File: config.mk
export PLATFORM = sky130hd
export DESIGN_NAME = run_state_ctrl
export DESIGN_NICKNAME = d
export VERILOG_FILES = /design/src/rtl/rsc_pkg.sv /design/src/rtl/rsc_settle_timer.sv /design/src/rtl/rsc_clear_seq.sv /design/src/rtl/rsc_state_core.sv /design/src/rtl/run_state_ctrl.sv
export SDC_FILE = /design/constraint.sdc
export NUM_CORES = 1
export LEC_CHECK = 0
export BUFFER_PORTS_ARGS = -buffer_cell sky130_fd_sc_hd__buf_2
export CORE_AREA = 2 2 39 41
export CTS_CLUSTER_DIAMETER = 50
export CTS_CLUSTER_SIZE = 12
export DETAILED_ROUTE_END_ITERATION = 16
export DIE_AREA = 0 0 41 43
export PLACE_DENSITY = 0.64
export SLEW_MARGIN = 20
export SYNTH_ARGS = -nofsm -noshare
export SYNTH_HDL_FRONTEND = slang
export SYNTH_SLANG_ARGS = --single-unit
File: constraint.sdc
create_clock -name clk -period 1.9 [get_ports clk]
set_input_delay 0.19 -clock clk [delete_from_list [all_inputs] [get_ports clk]]
set_output_delay 0.19 -clock clk [all_outputs]
set_load 0.05 [all_outputs]
File: src/rtl/rsc_pkg.sv
package rsc_pkg;

  typedef enum logic [1:0] {
    ST_RESET = 2'd0,
    ST_RUN   = 2'd1,
    ST_CLEAR = 2'd2,
    ST_PAUSE = 2'd3
  } st_code_e;

  // A code names a real state unless it is the clear command.
  function automatic logic is_target(input logic [1:0] code);
    return code != ST_CLEAR;
  endfunction

  // A single write is honoured for every target except reset out of pause.
  function automatic logic single_ok(input logic [1:0] cur, input logic [1:0] req);
    return is_target(req) && !((cur == ST_PAUSE) && (req == ST_RESET));
  endfunction

endpackage

File: src/rtl/rsc_settle_timer.sv
module rsc_settle_timer #(
  parameter int SETTLE = 4,
  localparam int CW = $clog2(SETTLE + 1)
) (
  input  logic clk,
  input  logic rst_n,
  input  logic load_i,
  output logic ready_o
);

  logic [CW-1:0] cnt_q;

  always_ff @(posedge clk or negedge rst_n) begin
    if (!rst_n) begin
      cnt_q <= '0;
    end else if (load_i) begin
      cnt_q <= CW'(SETTLE);
    end else if (cnt_q != '0) begin
      cnt_q <= cnt_q - 1'b1;
    end
  end

  assign ready_o = (cnt_q == '0);

  // an accepted change always opens a settle window
  p_settle_start_r3: assert property (@(posedge clk) disable iff (!rst_n)
    load_i |=> !ready_o);

  // ready never falls without a load
  p_ready_hold_r3: assert property (@(posedge clk) disable iff (!rst_n)
    (ready_o && !load_i) |=> ready_o);

endmodule

File: src/rtl/rsc_clear_seq.sv
module rsc_clear_seq
  import rsc_pkg::*;
(
  input  logic       clk,
  input  logic       rst_n,
  input  logic       st_wr_i,
  input  logic [1:0] st_data_i,
  input  logic       other_wr_i,
  input  logic       ready_i,
  input  logic       in_pause_i,
  output logic       armed_o,
  output logic       clr_done_o
);

  logic clr_hit;
  logic any_wr;

  assign clr_hit    = st_wr_i && ready_i && in_pause_i && (st_data_i == ST_CLEAR);
  assign any_wr     = st_wr_i || other_wr_i;
  assign clr_done_o = clr_hit && armed_o && !other_wr_i;

  always_ff @(posedge clk or negedge rst_n) begin
    if (!rst_n) begin
      armed_o <= 1'b0;
    end else if (!in_pause_i) begin
      armed_o <= 1'b0;
    end else if (clr_hit && !armed_o && !other_wr_i) begin
      armed_o <= 1'b1;
    end else if (any_wr) begin
      armed_o <= 1'b0;
    end
  end

  // the exit can only be armed while paused
  p_armed_in_pause_r5: assert property (@(posedge clk) disable iff (!rst_n)
    armed_o |-> in_pause_i);

  // any write that is not a clear code disarms
  p_abort_disarms_r6: assert property (@(posedge clk) disable iff (!rst_n)
    (other_wr_i || (st_wr_i && st_data_i != ST_CLEAR)) |=> !armed_o);

endmodule

File: src/rtl/rsc_state_core.sv
module rsc_state_core
  import rsc_pkg::*;
(
  input  logic       clk,
  input  logic       rst_n,
  input  logic       st_wr_i,
  input  logic [1:0] st_data_i,
  input  logic       srst_go_i,
  input  logic       clr_done_i,
  input  logic       ready_i,
  output logic [1:0] state_o,
  output logic       accept_o,
  output logic       err_o
);

  logic busy_wr;
  logic single_go;

  assign busy_wr   = st_wr_i && !ready_i;
  assign single_go = st_wr_i && ready_i && single_ok(state_o, st_data_i);
  assign accept_o  = srst_go_i || clr_done_i || single_go;

  always_ff @(posedge clk or negedge rst_n) begin
    if (!rst_n) begin
      state_o <= ST_RESET;
    end else if (srst_go_i || clr_done_i) begin
      state_o <= ST_RESET;
    end else if (single_go) begin
      state_o <= st_data_i;
    end
  end

  always_ff @(posedge clk or negedge rst_n) begin
    if (!rst_n) begin
      err_o <= 1'b0;
    end else if (busy_wr) begin
      err_o <= 1'b1;
    end
  end

  // a write made while not ready leaves the state alone
  p_busy_ignored_r4: assert property (@(posedge clk) disable iff (!rst_n)
    (busy_wr && !srst_go_i) |=> (state_o == $past(state_o)));

  // the error flag is sticky
  p_err_sticky_r4: assert property (@(posedge clk) disable iff (!rst_n)
    err_o |=> err_o);

  // a forcing software reset always lands in reset
  p_srst_forces_r8: assert property (@(posedge clk) disable iff (!rst_n)
    srst_go_i |=> (state_o == ST_RESET));

  // pause never reaches reset without the clear pair or a software reset
  p_pause_guard_r7: assert property (@(posedge clk) disable iff (!rst_n)
    (state_o == ST_PAUSE && !srst_go_i && !clr_done_i) |=> (state_o != ST_RESET));

  // the clear code is never held as a state
  p_no_clear_state_r1: assert property (@(posedge clk) disable iff (!rst_n)
    state_o != ST_CLEAR);

endmodule

File: src/rtl/run_state_ctrl.sv
module run_state_ctrl
  import rsc_pkg::*;
#(
  parameter int SETTLE = 4
) (
  input  logic       clk,
  input  logic       rst_n,
  input  logic       st_wr,
  input  logic [1:0] st_wdata,
  input  logic       srst_wr,
  input  logic       srst_wdata,
  input  logic       oth_wr,
  output logic [2:0] st_rdata,
  output logic       err_o,
  output logic       run_en,
  output logic       dp_rst
);

  logic       ready;
  logic       accept;
  logic       srst_go;
  logic       armed;
  logic       clr_done;
  logic [1:0] state;

  assign srst_go = srst_wr && srst_wdata;

  rsc_settle_timer #(.SETTLE(SETTLE)) u_timer (
    .clk     (clk),
    .rst_n   (rst_n),
    .load_i  (accept),
    .ready_o (ready)
  );

  rsc_clear_seq u_clr (
    .clk        (clk),
    .rst_n      (rst_n),
    .st_wr_i    (st_wr),
    .st_data_i  (st_wdata),
    .other_wr_i (srst_wr || oth_wr),
    .ready_i    (ready),
    .in_pause_i (state == ST_PAUSE),
    .armed_o    (armed),
    .clr_done_o (clr_done)
  );

  rsc_state_core u_core (
    .clk        (clk),
    .rst_n      (rst_n),
    .st_wr_i    (st_wr),
    .st_data_i  (st_wdata),
    .srst_go_i  (srst_go),
    .clr_done_i (clr_done),
    .ready_i    (ready),
    .state_o    (state),
    .accept_o   (accept),
    .err_o      (err_o)
  );

  assign st_rdata = {ready, state};
  assign run_en   = (state == ST_RUN);
  assign dp_rst   = (state == ST_RESET);

  // the data-path controls never overlap
  p_ctrl_exclusive_r9: assert property (@(posedge clk) disable iff (!rst_n)
    $onehot0({run_en, dp_rst}));

  // finishing the clear pair lands in reset with a settle window
  p_clear_done_r5: assert property (@(posedge clk) disable iff (!rst_n)
    clr_done |=> (st_rdata == {1'b0, ST_RESET}));

  // pause drives neither control
  p_pause_quiet_r9: assert property (@(posedge clk) disable iff (!rst_n)
    (st_rdata[1:0] == ST_PAUSE) |-> (!run_en && !dp_rst));

endmodule

==> qor.csv <==
stage,metric,value,unit
status,status,finished clean,
sta,setup_violations,0,
sta,hold_ws,0.243,ns
synthesis,ys_async_sr_fraction,100,%
worst_setup_path,cp.arrival,1.53,ns
job,drv_cap,0,
synthesis,synthCells,45,
grt,grtUsageTotal,12.7,%
power,p_switching,412,uW
clock_network,numClockSinks,7,
hold_path,min_path_type,input port to flip-flop,
synthesis,syn_area_per_cell,10.3,um2
sta,hold_viol,0,
synthesis,synth_top_family_by_area,simple AND/OR/NAND/NOR gates,
power,total_power,903,uW
synthesis,synth_compound_area_share,21.2,%
worst_setup_path,required,1.71,ns
synthesis,yosys.area_share.adder,5.38,%
clock_network,cts_buffer_depth,2,
drt,routed_wl,922,um
power,p_clk_share,14.4,%
drt,wl_met3,53,um
synthesis,seq_area_frac_synth,37.6,%
drt,met2_length,348,um
cells_and_area,num_antenna_cells,0,
floorplanning,die-area,0.00176,mm2
power,pwr-share-comb,58.0,%
drt,wl_per_cell,11.8,um
synthesis,ys_types,28,
grt,antenna_found_initial,0,
worst_setup_path,cp_max_fo,5,
sta,period_share,90.4,%
synthesis,synth_area_leaders,"dfrtp_1, ha_1, nor2b_1",
floorplanning,num_rows,14,
cells_and_area,fill_cells,132,
synthesis,yosysWarnings,0,
cells_and_area,syn2layout_area_growth,24.2,%
synthesis,syn_nets,55,
synthesis,yosysTopAreaCell,dfrtp_1,
placement,dp_hpwl,709,um
cells_and_area,seq_area,175,um2
sta,grt_setup_unrepaired,no,
clock_network,cts_tree,built,
floorplanning,die_w,41,um
drt,vias,386,
clock_network,cts_max_level,1,
drt,met1_length,511,um
clock_network,cts_buffers,3,
sta,finalClockSkew,0.00173,ns
cells_and_area,nets,73,
cells_and_area,multi_input_area,259,um2
drt,antenna_left,0,
drt,drtIter0Drc,3,
sta,slew_violations,0,
power,p_seq_share,27.6,%
worst_setup_path,endpoint_kind,output pin,
floorplanning,io_pins,14,
cells_and_area,final_area,578,um2
worst_setup_path,crit_type,flip-flop to output pin,
power,p_sw_share,45.7,%
sta,worstMarginPinSlew,0.245,ns
drt,post_drt_via_cell_ratio,4.95,
synthesis,yosys_register_bits,7,
floorplanning,initial_utilization,33.6,%
placement,globalplace.congestion,0.768,
synthesis,yosysTopAreaCellShare,37.6,%
synthesis,synth_edf_count,0,
clock_network,clk_latency,0.24,ns
sta,slew_headroom,83.6,%
sta,fmax,582,MHz
grt,grt_max_degree,9,
floorplanning,die_h,43,um
synthesis,synth_xor_area_share,1.88,%
drt,highest_layer,met4,
synthesis,syn_area,465,um2
grt,grt_pass1_vias,343,
sta,min_period,1.72,ns
sta,setup_tns,0,ns
drt,route.detailed.drc,0,
grt,grt_pass1_wl,1500,um
synthesis,synthSimpleGateAreaFrac,21.2,%
clock_network,cts_setup_buffers,0,
worst_setup_path,cp-start-kind,flip-flop,
power,p_int,491,uW
power,p_leak,0.000269,uW
cells_and_area,drive_gt1_share,35.5,%
power,vdd_ir_drop_max,0.746,mV
synthesis,synth.area.mux_share,5.38,%
placement,post_dp_cell_area,539,um2
drt,drt_first_pass_iters,4,
grt,grt-ovfl-total,0,
power,power.density,1560,mW/mm2
clock_network,cts_root_buf,clkbuf_4,
placement,io_buffer_count,13,
clock_network,clk_pin_slew,0.05,ns
floorplanning,coreArea,0.00138,mm2
synthesis,synth_ff_type,dfrtp_1,
## final timing paths
check                                             start                           end  slack, ns  depth (start not counted)
max                        u_timer.cnt_q[0]$_DFFE_PN0P_                   st_rdata[2]       0.18                          4
min                                               st_wr  u_timer.cnt_q[1]$_DFFE_PN0P_       0.24                          2
max reg2reg                u_timer.cnt_q[0]$_DFFE_PN0P_  u_timer.cnt_q[1]$_DFFE_PN0P_       0.26                          5
min reg2reg                u_timer.cnt_q[0]$_DFFE_PN0P_  u_timer.cnt_q[0]$_DFFE_PN0P_       0.47                          1
max in group asynchronous                         rst_n     u_clr.armed_o$_DFFE_PN0P_       1.43                          2
min in group asynchronous                         rst_n  u_timer.cnt_q[2]$_DFFE_PN0P_       0.31                          2
## cells in the final DEF (no fill, tap or decap), types with 2 or more instances in the layout
cell / n
ha_1: 2
nor2b_1: 2
inv_1: 4
nor2_1: 3
dfrtp_1: 7
nand2_1: 2
clkbuf_4: 3
nand3b_1: 2
o21ai_0: 2
buf_2: 13
## power groups by stage
stage / Clock (uW) / Combinational [uW] / Sequential [uW]
2_1_floorplan: 0 / 387 / 293
3_3_place_gp: 0 / 508 / 246
4_1_cts: 137 / 520 / 245
5_1_grt: 144 / 569 / 256
6_report: 130 / 524 / 249
3_5_place_dp: 0 / 516 / 248
## sequential cells by signal (all words and copies together), names as in the netlist
| register | flops |
|---|---|
| u_clr.armed_o | 1 |
| u_core.err_o | 1 |
| u_core.state_o | 2 |
| u_timer.cnt_q | 3 |
## metal layers
metal / up-vias / GRT usage [%]
li1: 199 / -
met1: 172 / 19.9
met2: 13 / 15.9
met3: 2 / 1.57
met4: 0 / 8.00
met5: - / 0
## metrics by stage
step                      setup slack (ns)  std cells  utilization (%)
final                                0.183         78             41.8
after global routing                0.0737         78             41.8
after CTS                           0.0817         78             41.6
after detailed placement             0.184         73             39.0
after global placement               0.293         73             39.0
after floorplan                      0.247         45                -
## cell families (layout without fill, tap and decap cells)
group / after synthesis / in the layout
flip-flops: 7 / 7
multiplexers: 2 / 2
adder cells (fa/ha/maj): 2 / 2
AND/OR/NAND/NOR: 15 / 15
XOR/XNOR: 1 / 1
AO/OA/AOI/OAI: 12 / 12
buffers and inverters: 6 / 23
## layout make-up
| cell class | count | area share (%) |
|---|---|---|
| multi-input combinational | 32 | 44.8 |
| sequential | 7 | 30.3 |
| timing repair buffer | 15 | 14.3 |
| clock buffer | 4 | 4.55 |
| tap | 16 | 3.46 |
| inverter | 4 | 2.60 |
## cells in the mapped netlist, types with 2 or more instances
master / instances
dfrtp_1: 7
inv_1: 4
nor2_1: 3
nor2b_1: 3
ha_1: 2
nand2_1: 2
nand3b_1: 2
o21ai_0: 2
## worst max-delay path, cell delays in order, from the launching register on
cell and delay (ns):
dfrtp_1 0.37, inv_1 0.11, ha_1 0.22, nor2b_2 0.27, buf_2 0.31
## timing repair
| item | CTS | global route |
|---|---|---|
| hold buffers | 1 | 0 |
| gates resized for setup | 0 | 1 |
| endpoints found under the setup margin | 0 | 1 |
| hold endpoints to repair | 7 | 0 |
(Power assumes the default switching activity.)
